`config.mk`:
```
export PLATFORM = sky130hd
export DESIGN_NAME = tmr_bank
export DESIGN_NICKNAME = d
export VERILOG_FILES = /design/src/rtl/tmr_pkg.sv /design/src/rtl/tmr_prescaler.sv /design/src/rtl/tmr_down_core.sv /design/src/rtl/tmr_channel.sv /design/src/rtl/tmr_bank.sv
export SDC_FILE = /design/constraint.sdc
export NUM_CORES = 1
export LEC_CHECK = 0
export BUFFER_PORTS_ARGS = -buffer_cell sky130_fd_sc_hd__buf_2
export CORE_MARGIN = 2
export CORE_UTILIZATION = 55
export DETAILED_ROUTE_END_ITERATION = 6
export PLACE_DENSITY = 0.73
export SYNTH_ARGS = -nofsm -noshare
export SYNTH_HDL_FRONTEND = slang
export SYNTH_SLANG_ARGS = --single-unit
```
`constraint.sdc`:
```
create_clock -name clk -period 4.5 [get_ports clk]
set_clock_uncertainty 0.15 [all_clocks]
set_input_delay 0.45 -clock clk [delete_from_list [all_inputs] [get_ports clk]]
set_output_delay 0.45 -clock clk [all_outputs]
set_load 0.005 [all_outputs]
```
`src/rtl/tmr_pkg.sv`:
```
package tmr_pkg;
  localparam int DATA_W = 32;
  localparam int PSEL_W = 2;
  localparam int NSEL   = 1 << PSEL_W;
  localparam int PRE_W  = 2 * (NSEL - 1) + 1;

  localparam int B_TRG  = 0;
  localparam int B_CNTE = 1;
  localparam int B_UF   = 2;
  localparam int B_INTE = 3;
  localparam int B_RELD = 4;
  localparam int B_OUTL = 5;
  localparam int B_PSEL = 6;

  typedef enum logic [1:0] {
    REG_CTRL  = 2'd0,
    REG_COUNT = 2'd1,
    REG_RLD1  = 2'd2,
    REG_RLD2  = 2'd3
  } reg_sel_e;

  typedef struct packed {
    logic [PSEL_W-1:0] psel;
    logic              outl;
    logic              reld;
    logic              inte;
    logic              uf;
    logic              cnte;
  } ctrl_t;

  // clocks per prescaled tick
  function automatic int unsigned tick_div(input logic [PSEL_W-1:0] sel);
    return 32'd2 << (2 * sel);
  endfunction

  function automatic logic [DATA_W-1:0] pack_ctrl(input ctrl_t c);
    logic [DATA_W-1:0] v;
    v = '0;
    v[B_CNTE] = c.cnte;
    v[B_UF]   = c.uf;
    v[B_INTE] = c.inte;
    v[B_RELD] = c.reld;
    v[B_OUTL] = c.outl;
    v[B_PSEL +: PSEL_W] = c.psel;
    return v;
  endfunction

  function automatic logic [DATA_W-1:0] count_step(input logic [DATA_W-1:0] c);
    return c - DATA_W'(1);
  endfunction
endpackage

```
`src/rtl/tmr_prescaler.sv`:
```
module tmr_prescaler
  import tmr_pkg::*;
(
  input  logic            clk,
  input  logic            rst_n,
  output logic [NSEL-1:0] tick_o
);
  logic [PRE_W-1:0] cnt;

  always_ff @(posedge clk or negedge rst_n) begin
    if (!rst_n) cnt <= '0;
    else        cnt <= cnt + PRE_W'(1);
  end

  // rate s: all low 2*s+1 bits set -> one pulse every 2<<(2*s) clocks
  for (genvar s = 0; s < NSEL; s++) begin : g_rate
    assign tick_o[s] = &cnt[2*s:0];
  end
endmodule

```
`src/rtl/tmr_down_core.sv`:
```
module tmr_down_core
  import tmr_pkg::*;
(
  input  logic              clk,
  input  logic              rst_n,
  input  logic              tick,
  input  logic              cnte,
  input  logic              reld,
  input  logic              load,
  input  logic              cnt_wr,
  input  logic [DATA_W-1:0] wdata,
  input  logic [DATA_W-1:0] rld1,
  output logic [DATA_W-1:0] count,
  output logic              uf_evt
);
  logic at_zero;

  assign at_zero = (count == '0);
  assign uf_evt  = tick && cnte && !load && at_zero;

  always_ff @(posedge clk or negedge rst_n) begin
    if (!rst_n) begin
      count <= '0;
    end else if (cnt_wr) begin
      count <= wdata;
    end else if (load) begin
      count <= rld1;
    end else if (tick && cnte) begin
      if (at_zero) count <= reld ? rld1 : '0;
      else         count <= count_step(count);
    end
  end
endmodule

```
`src/rtl/tmr_channel.sv`:
```
module tmr_channel
  import tmr_pkg::*;
(
  input  logic              clk,
  input  logic              rst_n,
  input  logic              wr_en,
  input  logic [1:0]        reg_sel,
  input  logic [DATA_W-1:0] wdata,
  input  logic [NSEL-1:0]   tick_vec,
  output logic [DATA_W-1:0] rdata,
  output logic              irq,
  output logic              level,
  output logic              mon_tick,
  output logic              mon_load,
  output logic              mon_uf_evt,
  output logic              mon_ctrl_wr,
  output logic              mon_cnt_wr,
  output logic              mon_cnte,
  output logic              mon_reld,
  output logic              mon_uf,
  output logic [DATA_W-1:0] mon_count,
  output logic [DATA_W-1:0] mon_rld1
);
  ctrl_t             ctrl;
  logic              pend;
  logic [DATA_W-1:0] rld1, rld2, count;
  logic              tick, load, uf_evt, ctrl_wr, cnt_wr;
  reg_sel_e          rsel;

  assign rsel    = reg_sel_e'(reg_sel);
  assign ctrl_wr = wr_en && (rsel == REG_CTRL);
  assign cnt_wr  = wr_en && (rsel == REG_COUNT);
  assign tick    = tick_vec[ctrl.psel];
  assign load    = tick && pend && ctrl.cnte;

  tmr_down_core u_core (
    .clk    (clk),
    .rst_n  (rst_n),
    .tick   (tick),
    .cnte   (ctrl.cnte),
    .reld   (ctrl.reld),
    .load   (load),
    .cnt_wr (cnt_wr),
    .wdata  (wdata),
    .rld1   (rld1),
    .count  (count),
    .uf_evt (uf_evt)
  );

  // control word: a hardware underflow is merged into a same-cycle write
  always_ff @(posedge clk or negedge rst_n) begin
    if (!rst_n) begin
      ctrl <= '0;
    end else if (ctrl_wr) begin
      ctrl.psel <= wdata[B_PSEL +: PSEL_W];
      ctrl.inte <= wdata[B_INTE];
      ctrl.reld <= wdata[B_RELD];
      ctrl.cnte <= wdata[B_CNTE];
      ctrl.outl <= wdata[B_OUTL] ^ uf_evt;
      ctrl.uf   <= (ctrl.uf && wdata[B_UF]) || uf_evt;
    end else if (uf_evt) begin
      ctrl.uf   <= 1'b1;
      ctrl.outl <= ~ctrl.outl;
      if (!ctrl.reld) ctrl.cnte <= 1'b0;
    end
  end

  // pending trigger, consumed on the next enabled tick
  always_ff @(posedge clk or negedge rst_n) begin
    if (!rst_n)                          pend <= 1'b0;
    else if (ctrl_wr && wdata[B_TRG])    pend <= 1'b1;
    else if (ctrl_wr && !wdata[B_CNTE])  pend <= 1'b0;
    else if (load)                       pend <= 1'b0;
  end

  always_ff @(posedge clk or negedge rst_n) begin
    if (!rst_n) begin
      rld1 <= '0;
      rld2 <= '0;
    end else if (wr_en) begin
      if (rsel == REG_RLD1) rld1 <= wdata;
      if (rsel == REG_RLD2) rld2 <= wdata;
    end
  end

  always_comb begin
    unique case (rsel)
      REG_CTRL:  rdata = pack_ctrl(ctrl);
      REG_COUNT: rdata = count;
      REG_RLD1:  rdata = rld1;
      REG_RLD2:  rdata = rld2;
      default:   rdata = '0;
    endcase
  end

  assign irq   = ctrl.uf && ctrl.inte;
  assign level = ctrl.outl;

  assign mon_tick    = tick;
  assign mon_load    = load;
  assign mon_uf_evt  = uf_evt;
  assign mon_ctrl_wr = ctrl_wr;
  assign mon_cnt_wr  = cnt_wr;
  assign mon_cnte    = ctrl.cnte;
  assign mon_reld    = ctrl.reld;
  assign mon_uf      = ctrl.uf;
  assign mon_count   = count;
  assign mon_rld1    = rld1;
endmodule

```
`src/rtl/tmr_bank.sv`:
```
module tmr_bank
  import tmr_pkg::*;
#(
  parameter  int NCH    = 2,
  localparam int CH_W   = (NCH > 1) ? $clog2(NCH) : 1,
  localparam int ADDR_W = CH_W + 4
) (
  input  logic              clk,
  input  logic              rst_n,
  input  logic              bus_sel,
  input  logic              bus_wr,
  input  logic [ADDR_W-1:0] bus_addr,
  input  logic [DATA_W-1:0] bus_wdata,
  output logic [DATA_W-1:0] bus_rdata,
  output logic [NCH-1:0]    irq_o,
  output logic [NCH-1:0]    level_o
);
  logic [NSEL-1:0]              tick_vec;
  logic [CH_W-1:0]              ch_idx;
  logic [1:0]                   reg_sel;
  logic [NCH-1:0][DATA_W-1:0]   ch_rdata;

  logic [NCH-1:0]               mon_tick, mon_load, mon_uf_evt, mon_ctrl_wr;
  logic [NCH-1:0]               mon_cnt_wr, mon_cnte, mon_reld, mon_uf;
  logic [NCH-1:0][DATA_W-1:0]   mon_count, mon_rld1;

  assign ch_idx  = bus_addr[ADDR_W-1:4];
  assign reg_sel = bus_addr[3:2];

  tmr_prescaler u_pre (
    .clk    (clk),
    .rst_n  (rst_n),
    .tick_o (tick_vec)
  );

  for (genvar i = 0; i < NCH; i++) begin : g_ch
    logic wr_en;
    assign wr_en = bus_sel && bus_wr && (ch_idx == CH_W'(i));

    tmr_channel u_ch (
      .clk         (clk),
      .rst_n       (rst_n),
      .wr_en       (wr_en),
      .reg_sel     (reg_sel),
      .wdata       (bus_wdata),
      .tick_vec    (tick_vec),
      .rdata       (ch_rdata[i]),
      .irq         (irq_o[i]),
      .level       (level_o[i]),
      .mon_tick    (mon_tick[i]),
      .mon_load    (mon_load[i]),
      .mon_uf_evt  (mon_uf_evt[i]),
      .mon_ctrl_wr (mon_ctrl_wr[i]),
      .mon_cnt_wr  (mon_cnt_wr[i]),
      .mon_cnte    (mon_cnte[i]),
      .mon_reld    (mon_reld[i]),
      .mon_uf      (mon_uf[i]),
      .mon_count   (mon_count[i]),
      .mon_rld1    (mon_rld1[i])
    );
  end

  always_comb begin
    bus_rdata = '0;
    for (int i = 0; i < NCH; i++) begin
      if (bus_sel && (ch_idx == CH_W'(i))) bus_rdata = ch_rdata[i];
    end
  end
endmodule

```
# Yosys cells after proc, flatten, opt, wreduce, memory -nomap -nowiden
# Index checks and enable logic that the tools add are counted.
[classes]
add_sub_neg = 3
n_lt_le_gt_ge = 2
eq_ne = 5
muxes = 34
bitwise = 5
n_reduce_logical = 50
[ops]
columns = ["cell", "count"]
rows = [
  ["$mux W32", 12],
  ["$pmux W32 S4", 2],
  ["$logic_not A32 Y1", 2],
  ["$sub A32 B1 Y32 const B", 2],
  ["$logic_and A1 B1 Y1", 27],
  ["$mux W1", 14],
  ["$reduce_and A2 Y1", 6],
  ["$reduce_bool A3 Y1", 4],
  ["$mux W2", 4],
  ["$add A7 B1 Y7 const B", 1],
  ["$reduce_and A7 Y1", 1],
  ["$lt A2 B3 Y1 const B", 2],
  ["$reduce_and A5 Y1", 1],
  ["$bmux W1 S2", 2],
  ["$eq A2 B2 Y1 const B", 2],
  ["$ne A2 B2 Y1 const B", 2],
  ["$reduce_bool A2 Y1", 2],
  ["$logic_not A1 Y1", 3],
  ["$not A1 Y1", 3],
  ["$reduce_and A3 Y1", 1],
  ["$eq A2 B1 Y1 const B", 1],
  ["$logic_not A2 Y1", 1],
  ["$logic_or A1 B1 Y1", 2],
  ["$xor A1 B1 Y1", 2],
]
[word_totals]
register_bits = 215
wordCells = 120

# Logic depth before layout (Yosys ltp)
# Gate-level depths: netlist of run 1.
[depth]
word_depth = 10
mapped_depth = 11
ltp_nobuf = 9

# Modules after synthesis
# Synthesis of run 1 repeated with hierarchy kept, for this count alone.
[unflattened]
hier_cells = 1227
area_unflattened_um2 = 13424.1
[by_module_without_submodules]
columns = ["mod", "instances", "cells_per_inst", "area_each_um2"]
rows = [
  ["tmr_channel", 2, 241, 3520.9],
  ["tmr_down_core", 2, 325, 2733.9],
  ["tmr_bank", 1, 74, 616.8],
  ["tmr_prescaler", 1, 21, 297.8],
]

# Worst setup path before layout of run 1
# No wires, ideal clock.
[synth_path]
kind = "flip-flop to flip-flop"
start = "register g_ch[0].u_ch.u_core.count[2]"
end = "register g_ch[0].u_ch.ctrl (netlist bit g_ch[0].u_ch.level)"
setup_ns = 0.128
arrival_ns = 2.506
t_required_ns = 4.222
setup_slack_ns = 1.716
path_stages_with_launch = 7
path_buffers = 1
period_less_slack_ns = 2.784
path_cell_list = "dfrtp_1 or4_4 or4_4 buf_6 or3_4 or3_4 xor2_1"
[synth_via]
elab_chain_len = 4
word_cells_on_any_way = 5
classes_between = "mux (1); bitwise (1); reduce/logical (3)"
[synth_lines]
columns = ["element", "line", "source"]
rows = [
  ["start, declared", "tmr_down_core.sv:13", "output logic [DATA_W-1:0] count,"],
  ["start signal, assigned", "tmr_down_core.sv:25", "count <= wdata;"],
  ["start signal, assigned", "tmr_down_core.sv:27", "count <= rld1;"],
  ["start signal, assigned", "tmr_down_core.sv:29", "if (at_zero) count <= reld ? rld1 : '0;"],
  ["$logic_not A32 Y1 (*)", "tmr_down_core.sv:18", "assign at_zero = (count == '0);"],
  ["$logic_and A1 B1 Y1 (*)", "tmr_down_core.sv:19", "assign uf_evt = tick && cnte && !load && at_zero;"],
  ["$xor A1 B1 Y1", "tmr_channel.sv:59", "ctrl.outl <= wdata[B_OUTL] ^ uf_evt;"],
  ["$mux W1", "tmr_channel.sv:54", "end else if (ctrl_wr) begin"],
  ["end, declared", "tmr_channel.sv:24", "ctrl_t ctrl;"],
]
# Mark *: on every way between the ends. The rest lies on a longest branch, timed or not.
# A chain may end at the register's enable or synchronous reset.

# Worst setup path after layout of run 1
[layout_path]
start = "register g_ch[1].u_ch.u_core.count[24]"
end = "register g_ch[1].u_ch.u_core.count[13]"
[layout_via]
elab_chain_len = 5
[layout_lines]
columns = ["element", "line", "source"]
rows = [
  ["start, declared", "tmr_down_core.sv:13", ""],
  ["start signal, assigned", "tmr_down_core.sv:25", ""],
  ["start signal, assigned", "tmr_down_core.sv:27", ""],
  ["start signal, assigned", "tmr_down_core.sv:29", ""],
  ["$logic_not A32 Y1", "tmr_down_core.sv:18", ""],
  ["$mux W32", "tmr_down_core.sv:29", ""],
  ["$mux W32", "tmr_down_core.sv:28", "end else if (tick && cnte) begin"],
  ["$mux W32", "tmr_down_core.sv:26", "end else if (load) begin"],
  ["$mux W32", "tmr_down_core.sv:24", "end else if (cnt_wr) begin"],
]
# No other way between the ends. The select of a mux whose other input is x is not followed.

==> flow_summary.json, run 1 <==
{
  "post_cts_resized": 0,
  "synth-seq-area-share": 0.4394,
  "final_antenna_net_count": 0,
  "cts.clk_slew.worst_paths_ns": 0.06,
  "gr-total-overflow": 0,
  "yosys-top-cells-count": "dfrtp_1 (215), mux2_2 (187), nand2_1 (142), clkbuf_1 (76), o21ai_0 (71)",
  "rows": 54,
  "cts_hold_buf": 1,
  "die_h_um": 153.2,
  "wirelength_um": 34050,
  "cap_violations": 0,
  "htree_levels": 1,
  "r2r_end": "g_ch[1].u_ch.u_core.count[13]$_DFFE_PN0P_",
  "synth_warnings": 0,
  "synth_area_per_cell_sq_um": 10.59,
  "tightest_slew_ns": 1.108,
  "grt_pass1_vias": 9945,
  "critPathRequiredTime_ns": 4.81,
  "nNetsFinal": 1234,
  "track_usage": 0.2911,
  "firstDrtPassIters": 5,
  "cts_made_buffers": 24,
  "synth_cell_types": 56,
  "leakage_nw": 5.915,
  "hold_viol_final": 0,
  "crit_end": "g_ch[1].u_ch.u_core.count[13]$_DFFE_PN0P_",
  "crit_buf_inv": 1,
  "synth_area_sq_um": 12240,
  "area_growth_pct": 12.20,
  "status": "finished clean",
  "ys.flop_type": "dfrtp_1",
  "setup.worst_path.start_class": "flip-flop",
  "cts_tree": "yes",
  "crit_family": "simple AND/OR/NAND/NOR gates",
  "ff2ff_path_depth": 6,
  "cp_data_arrival_time_ns": 3.88,
  "critPathCaptureType": "flip-flop",
  "dieWidth_um": 153.2,
  "cts.root.buffer_cell": "clkbuf_16",
  "cp_common_cell": "or4_1",
  "gp_congestion": 0.8800,
  "grt_pass1_wl_um": 54920,
  "cts_setup_buffers": 0,
  "cts_sinks": 215,
  "synth-edff-count": 0,
  "antenna_found_initial": 2,
  "synth_fp_nets": 1204,
  "cp_slowest_cell": "and3_1",
  "post-route-min-period_ns": 3.570,
  "crit_cells": 6,
  "crit_path_cell_trace": "or4_1 -> or4_1 -> o41ai_1 -> and3_1 -> buf_4 -> a221o_1",
  "place_hpwl_um": 22030,
  "holdWs_ns": 0.09395,
  "powerDensity_nw_per_um2": 556.2,
  "yosys.area.top_type": "dfrtp_1",
  "hold_class": "input port to flip-flop",
  "post-route-period-util": 0.7934,
  "instances_no_fill": 1485,
  "insertion_delay_ns": 0.52,
  "crit_type": "flip-flop to flip-flop",
  "netlist_top_cells_area": "dfrtp_1 (44%), mux2_2 (17%), a221o_1 (4.7%), nand2_1 (4.4%), a22oi_1 (3.1%)",
  "fin_tns_setup_ns": 0,
  "path_max_fanout": 16,
  "max_freq_mhz": 280.1,
  "grt_max_degree": 109,
  "via_per_inst": 6.648,
  "core-area_sq_um": 21820,
  "synth_top_area_frac": 0.4394,
  "setup_viol": 0,
  "slew_headroom": 0.2545,
  "drive_gt1_frac": 0.3048,
  "cts_buffer_depth": 3,
  "drc": 0,
  "num_vias": 9873,
  "yosys_register_bits": 215,
  "start_util": 0.5610,
  "num_io_pins": 77,
  "cpPeakStageDelay_ns": 0.74,
  "dp.cells": 1439,
  "async_flop_share": 1.000,
  "wl_per_cell_um": 22.93,
  "r2r_start": "g_ch[1].u_ch.u_core.count[24]$_DFFE_PN0P_",
  "rsz0062_at_grt": "false",
  "finalMaxSlewViolations": 0,
  "finalPower_mw": 7.640,
  "port_buffers": 74,
  "synth.most_common_cell": "dfrtp_1",
  "die_area_sq_um": 23470,
  "crit_start": "g_ch[1].u_ch.u_core.count[24]$_DFFE_PN0P_",
  "irDropWorstVdd_mv": 0.3463,
  "r2r_slack_ns": 0.93,
  "first_iter_violations": 850,
  "synthCells": 1156
}
sequential cells by signal, indices dropped and copies added (netlist names):
register                count
g_ch.u_ch.mon_rld1         64
g_ch.u_ch.rld2             64
g_ch.u_ch.u_core.count     64
u_pre.cnt                   7
g_ch.u_ch.ctrl              6
g_ch.u_ch.level             2
g_ch.u_ch.mon_cnte          2
g_ch.u_ch.mon_reld          2
g_ch.u_ch.mon_uf            2
g_ch.u_ch.pend              2
layout by cell type, fill, tap and decap left out, types with 3 or more instances in the layout:
cell          n
dfrtp_1     215
mux2_2      187
nand2_1     142
buf_2        72
o21ai_0      71
a221o_1      58
a22oi_1      51
xor2_1       40
o22ai_1      32
nor3_1       27
nor4_1       26
nor2_1       26
clkbuf_16    25
buf_4        24
xnor2_1      20
nand3_1      17
inv_1        13
mux4_2       13
nand4_1      12
or4_1        10
mux2i_1       9
nor2b_1       8
or3_1         8
clkbuf_8      8
or2_2         7
ha_1          7
nand2b_1      5
nor2_4        4
nor2_2        4
a21oi_1       4
nand3b_1      3
o221ai_1      3
a211o_1       3
bufinv_16     3
clkinvlp_4    3
buf_12        3
final cells by class:
cell class,instances,area (sq um)
flip-flops and latches,215,5380
repair buffers,101,625.6
diodes,1,2.502
inverters,13,48.80
clock inverters,9,131.4
multi-input cells,831,6455
well taps,280,350.3
clock buffers,35,743.2
fillers,1759,8087
report_power, final:
| part | switching, mW | internal (mW) |
|---|---|---|
| sequential | 0.704 | 2.49 |
| combinational | 1.14 | 1.16 |
| clock | 0.829 | 1.32 |
cell families after synthesis:
logic type,synth area share
AOI/OAI and AO/OA,0.1425
xor gates and xnor gates,0.04292
adders and majority gates,0.007153
buffers and inverters,0.03771
DFF,0.4394
muxes,0.2054
and+or+nand+nor,0.1249
per-layer routing:
layer	up-vias	wire [um]	track usage
met4	0	1122	0.09965
met2	407	16210	0.4783
met1	5023	14480	0.3964
met3	82	2234	0.04536
met5	-	0	0
li1	4361	-	-
worst min-delay path by stage:
stage	end	slack, ns	cells past startpoint	startpoint
3_3_place_gp	u_pre.cnt[0]$_DFF_PN0_	0.33	1	u_pre.cnt[0]$_DFF_PN0_
5_1_grt	g_ch[0].u_ch.mon_rld1[12]$_DFFE_PN0P_	0.1	2	bus_wdata[12]
6_report	g_ch[0].u_ch.rld2[0]$_DFFE_PN0P_	0.09	2	bus_wdata[0]
3_5_place_dp	g_ch[1].u_ch.rld2[19]$_DFFE_PN0P_	0.34	1	g_ch[1].u_ch.rld2[19]$_DFFE_PN0P_
4_1_cts	g_ch[0].u_ch.mon_rld1[18]$_DFFE_PN0P_	0.08	2	bus_wdata[18]
2_1_floorplan	g_ch[0].u_ch.ctrl[2]$_DFFE_PN0P_	0.004	0	rst_n
through the flow:
step	area, sq um	utilization	worst slack [ns]
5_1_grt	13740	0.6295	0.7957
6_report	13740	0.6295	0.9298
3_3_place_gp	12850	0.5888	1.119
3_5_place_dp	12850	0.5888	1.064
4_1_cts	13730	0.6293	1.003
2_1_floorplan	12240	-	1.716
(Power assumes the default switching activity.)
==> inputs of run 2 (changes only) <==
- clock period: 4.5 -> 3.3 ns (I/O delays scaled with it)
==> flow_summary.json, run 2 (synthesized netlist as in run 1, its figures left out) <==
{
  "status": "finished clean",
  "grt_max_degree": 88,
  "start_util": 0.5610,
  "insertion_delay_ns": 0.53,
  "core-area_sq_um": 21820,
  "port_buffers": 74,
  "nNetsFinal": 1276,
  "dpl_worst_slack_ns": 0.3563,
  "wirelength_um": 33820,
  "post_cts_resized": 0,
  "crit_type": "flip-flop to flip-flop",
  "gp_congestion": 0.8634,
  "firstDrtPassIters": 5,
  "finalMaxSlewViolations": 0,
  "max_freq_mhz": 333.5,
  "critPathRequiredTime_ns": 3.54,
  "setup.worst_path.start_class": "flip-flop",
  "crit_buf_inv": 1,
  "place_hpwl_um": 21990,
  "irDropWorstVdd_mv": 0.4032,
  "cts_tree": "yes",
  "cp_slowest_cell": "or4_1",
  "cts_made_buffers": 25,
  "place_area_sq_um": 12940,
  "setup_viol": 0,
  "path_max_fanout": 16,
  "drc": 0,
  "cts.clk_slew.worst_paths_ns": 0.06,
  "finalPower_mw": 10.22,
  "post-route-period-util": 0.9085,
  "crit_path_cell_trace": "or4_1 -> or4_1 -> nor3_1 -> nor4b_2 -> buf_4 -> a221o_1",
  "layout_common_cells": "dfrtp_1 (215), mux2_2 (187), nand2_1 (142), buf_2 (72), o21ai_0 (71)",
  "track_usage": 0.2873,
  "critPathCaptureType": "flip-flop",
  "drive_gt1_frac": 0.3017,
  "area_growth_pct": 14.25,
  "rsz0062_at_grt": "false",
  "rows": 54,
  "antenna_found_initial": 0,
  "fin_tns_setup_ns": 0,
  "num_vias": 10010,
  "hold_viol_final": 0,
  "fin_util": 0.6409,
  "cap_violations": 0,
  "dieWidth_um": 153.2,
  "setup_ws_ns": 0.3019,
  "r2r_start": "g_ch[1].u_ch.u_core.count[27]$_DFFE_PN0P_",
  "post-route-min-period_ns": 2.998,
  "wl_per_cell_um": 22.21,
  "cts_buffer_depth": 3,
  "first_iter_violations": 806,
  "via_per_inst": 6.575,
  "htree_levels": 1,
  "slew_headroom": 0.5204,
  "leakage_nw": 6.053,
  "gr-total-overflow": 0,
  "crit_start": "g_ch[1].u_ch.u_core.count[27]$_DFFE_PN0P_",
  "hold_class": "input port to flip-flop",
  "cp_data_arrival_time_ns": 3.24,
  "die_h_um": 153.2,
  "final_antenna_net_count": 0,
  "crit_family": "simple AND/OR/NAND/NOR gates",
  "tightest_slew_ns": 0.7193,
  "cp_common_cell": "or4_1",
  "diodes": 0,
  "grt_pass1_vias": 9869,
  "cts.root.buffer_cell": "clkbuf_16",
  "cts_sinks": 215,
  "num_io_pins": 77,
  "design_area_sq_um": 13990,
  "final_common_cell": "dfrtp_1",
  "fillCellCount": 1758,
  "min-delay-start": "bus_wdata[1]",
  "die_area_sq_um": 23470,
  "powerDensity_nw_per_um2": 730.4,
  "grt_pass1_wl_um": 54410,
  "cpPeakStageDelay_ns": 0.62
}
==> run 2: changes by cell type in the layout (fill, tap and decap cells not counted), sizes merged, moves of 2 or more <==
cell / previous run / this run
clkinvlp: 3 / 0
dlygate4sd3: 1 / 26
clkbuf: 35 / 39
bufinv: 3 / 1
buf: 100 / 116
==> run 2: worst paths after layout <==
check / end / slack [ns] / depth (start not counted)
worst min-delay path: g_ch[0].u_ch.rld2[1]$_DFFE_PN0P_ / 0.02 / 2
worst max register to register: g_ch[1].u_ch.u_core.count[8]$_DFFE_PN0P_ / 0.30 / 6
worst max-delay path: g_ch[1].u_ch.u_core.count[8]$_DFFE_PN0P_ / 0.30 / 6
max in group asynchronous: g_ch[0].u_ch.rld2[0]$_DFFE_PN0P_ / 1.88 / 3
min in group asynchronous: g_ch[1].u_ch.rld2[2]$_DFFE_PN0P_ / 0.25 / 2
worst min register to register: u_pre.cnt[0]$_DFF_PN0_ / 0.34 / 1
==> run 2: power breakdown <==
group / switching, mW / internal, mW
clock network: 1.07 / 1.60
logic: 1.57 / 1.64
registers: 0.931 / 3.40
total: 3.58 / 6.64
==> run 2: timing repair <==
item / CTS / global route
hold buffers: 26 / 0
setup buffers: 0 / 0
endpoints found under the hold margin: 180 / 0
==> run 2: final cells by class <==
class                      instances  area [sq um]  share of cell area
clock inverter                     3         43.79            0.003131
timing repair buffer             142         970.9             0.06942
inverter                          13         48.80            0.003489
tap                              280         350.3             0.02505
multi-input combinational        831          6455              0.4615
clock buffer                      39         738.2             0.05278
sequential                       215          5380              0.3846
==> run 2: metrics by stage <==
stage | std cells | hold slack [ns]
global placement | 1455 | 0.2316
finish | 1523 | 0.02328
CTS | 1523 | 0.003978
global route | 1523 | 0.03609
floorplan | 1156 | -0.1156
detailed placement | 1455 | 0.2326
==> run 2: metal layers <==
layer | vias to the layer above | part of all wire | routed length [um] | global-route usage
met4 | 0 | 0.028 | 950 | 0.08730
met5 | - | 0 | 0 | 0
met2 | 403 | 0.48 | 16230 | 0.4777
met3 | 85 | 0.071 | 2414 | 0.03629
met1 | 5070 | 0.42 | 14220 | 0.3964
li1 | 4455 | - | - | -
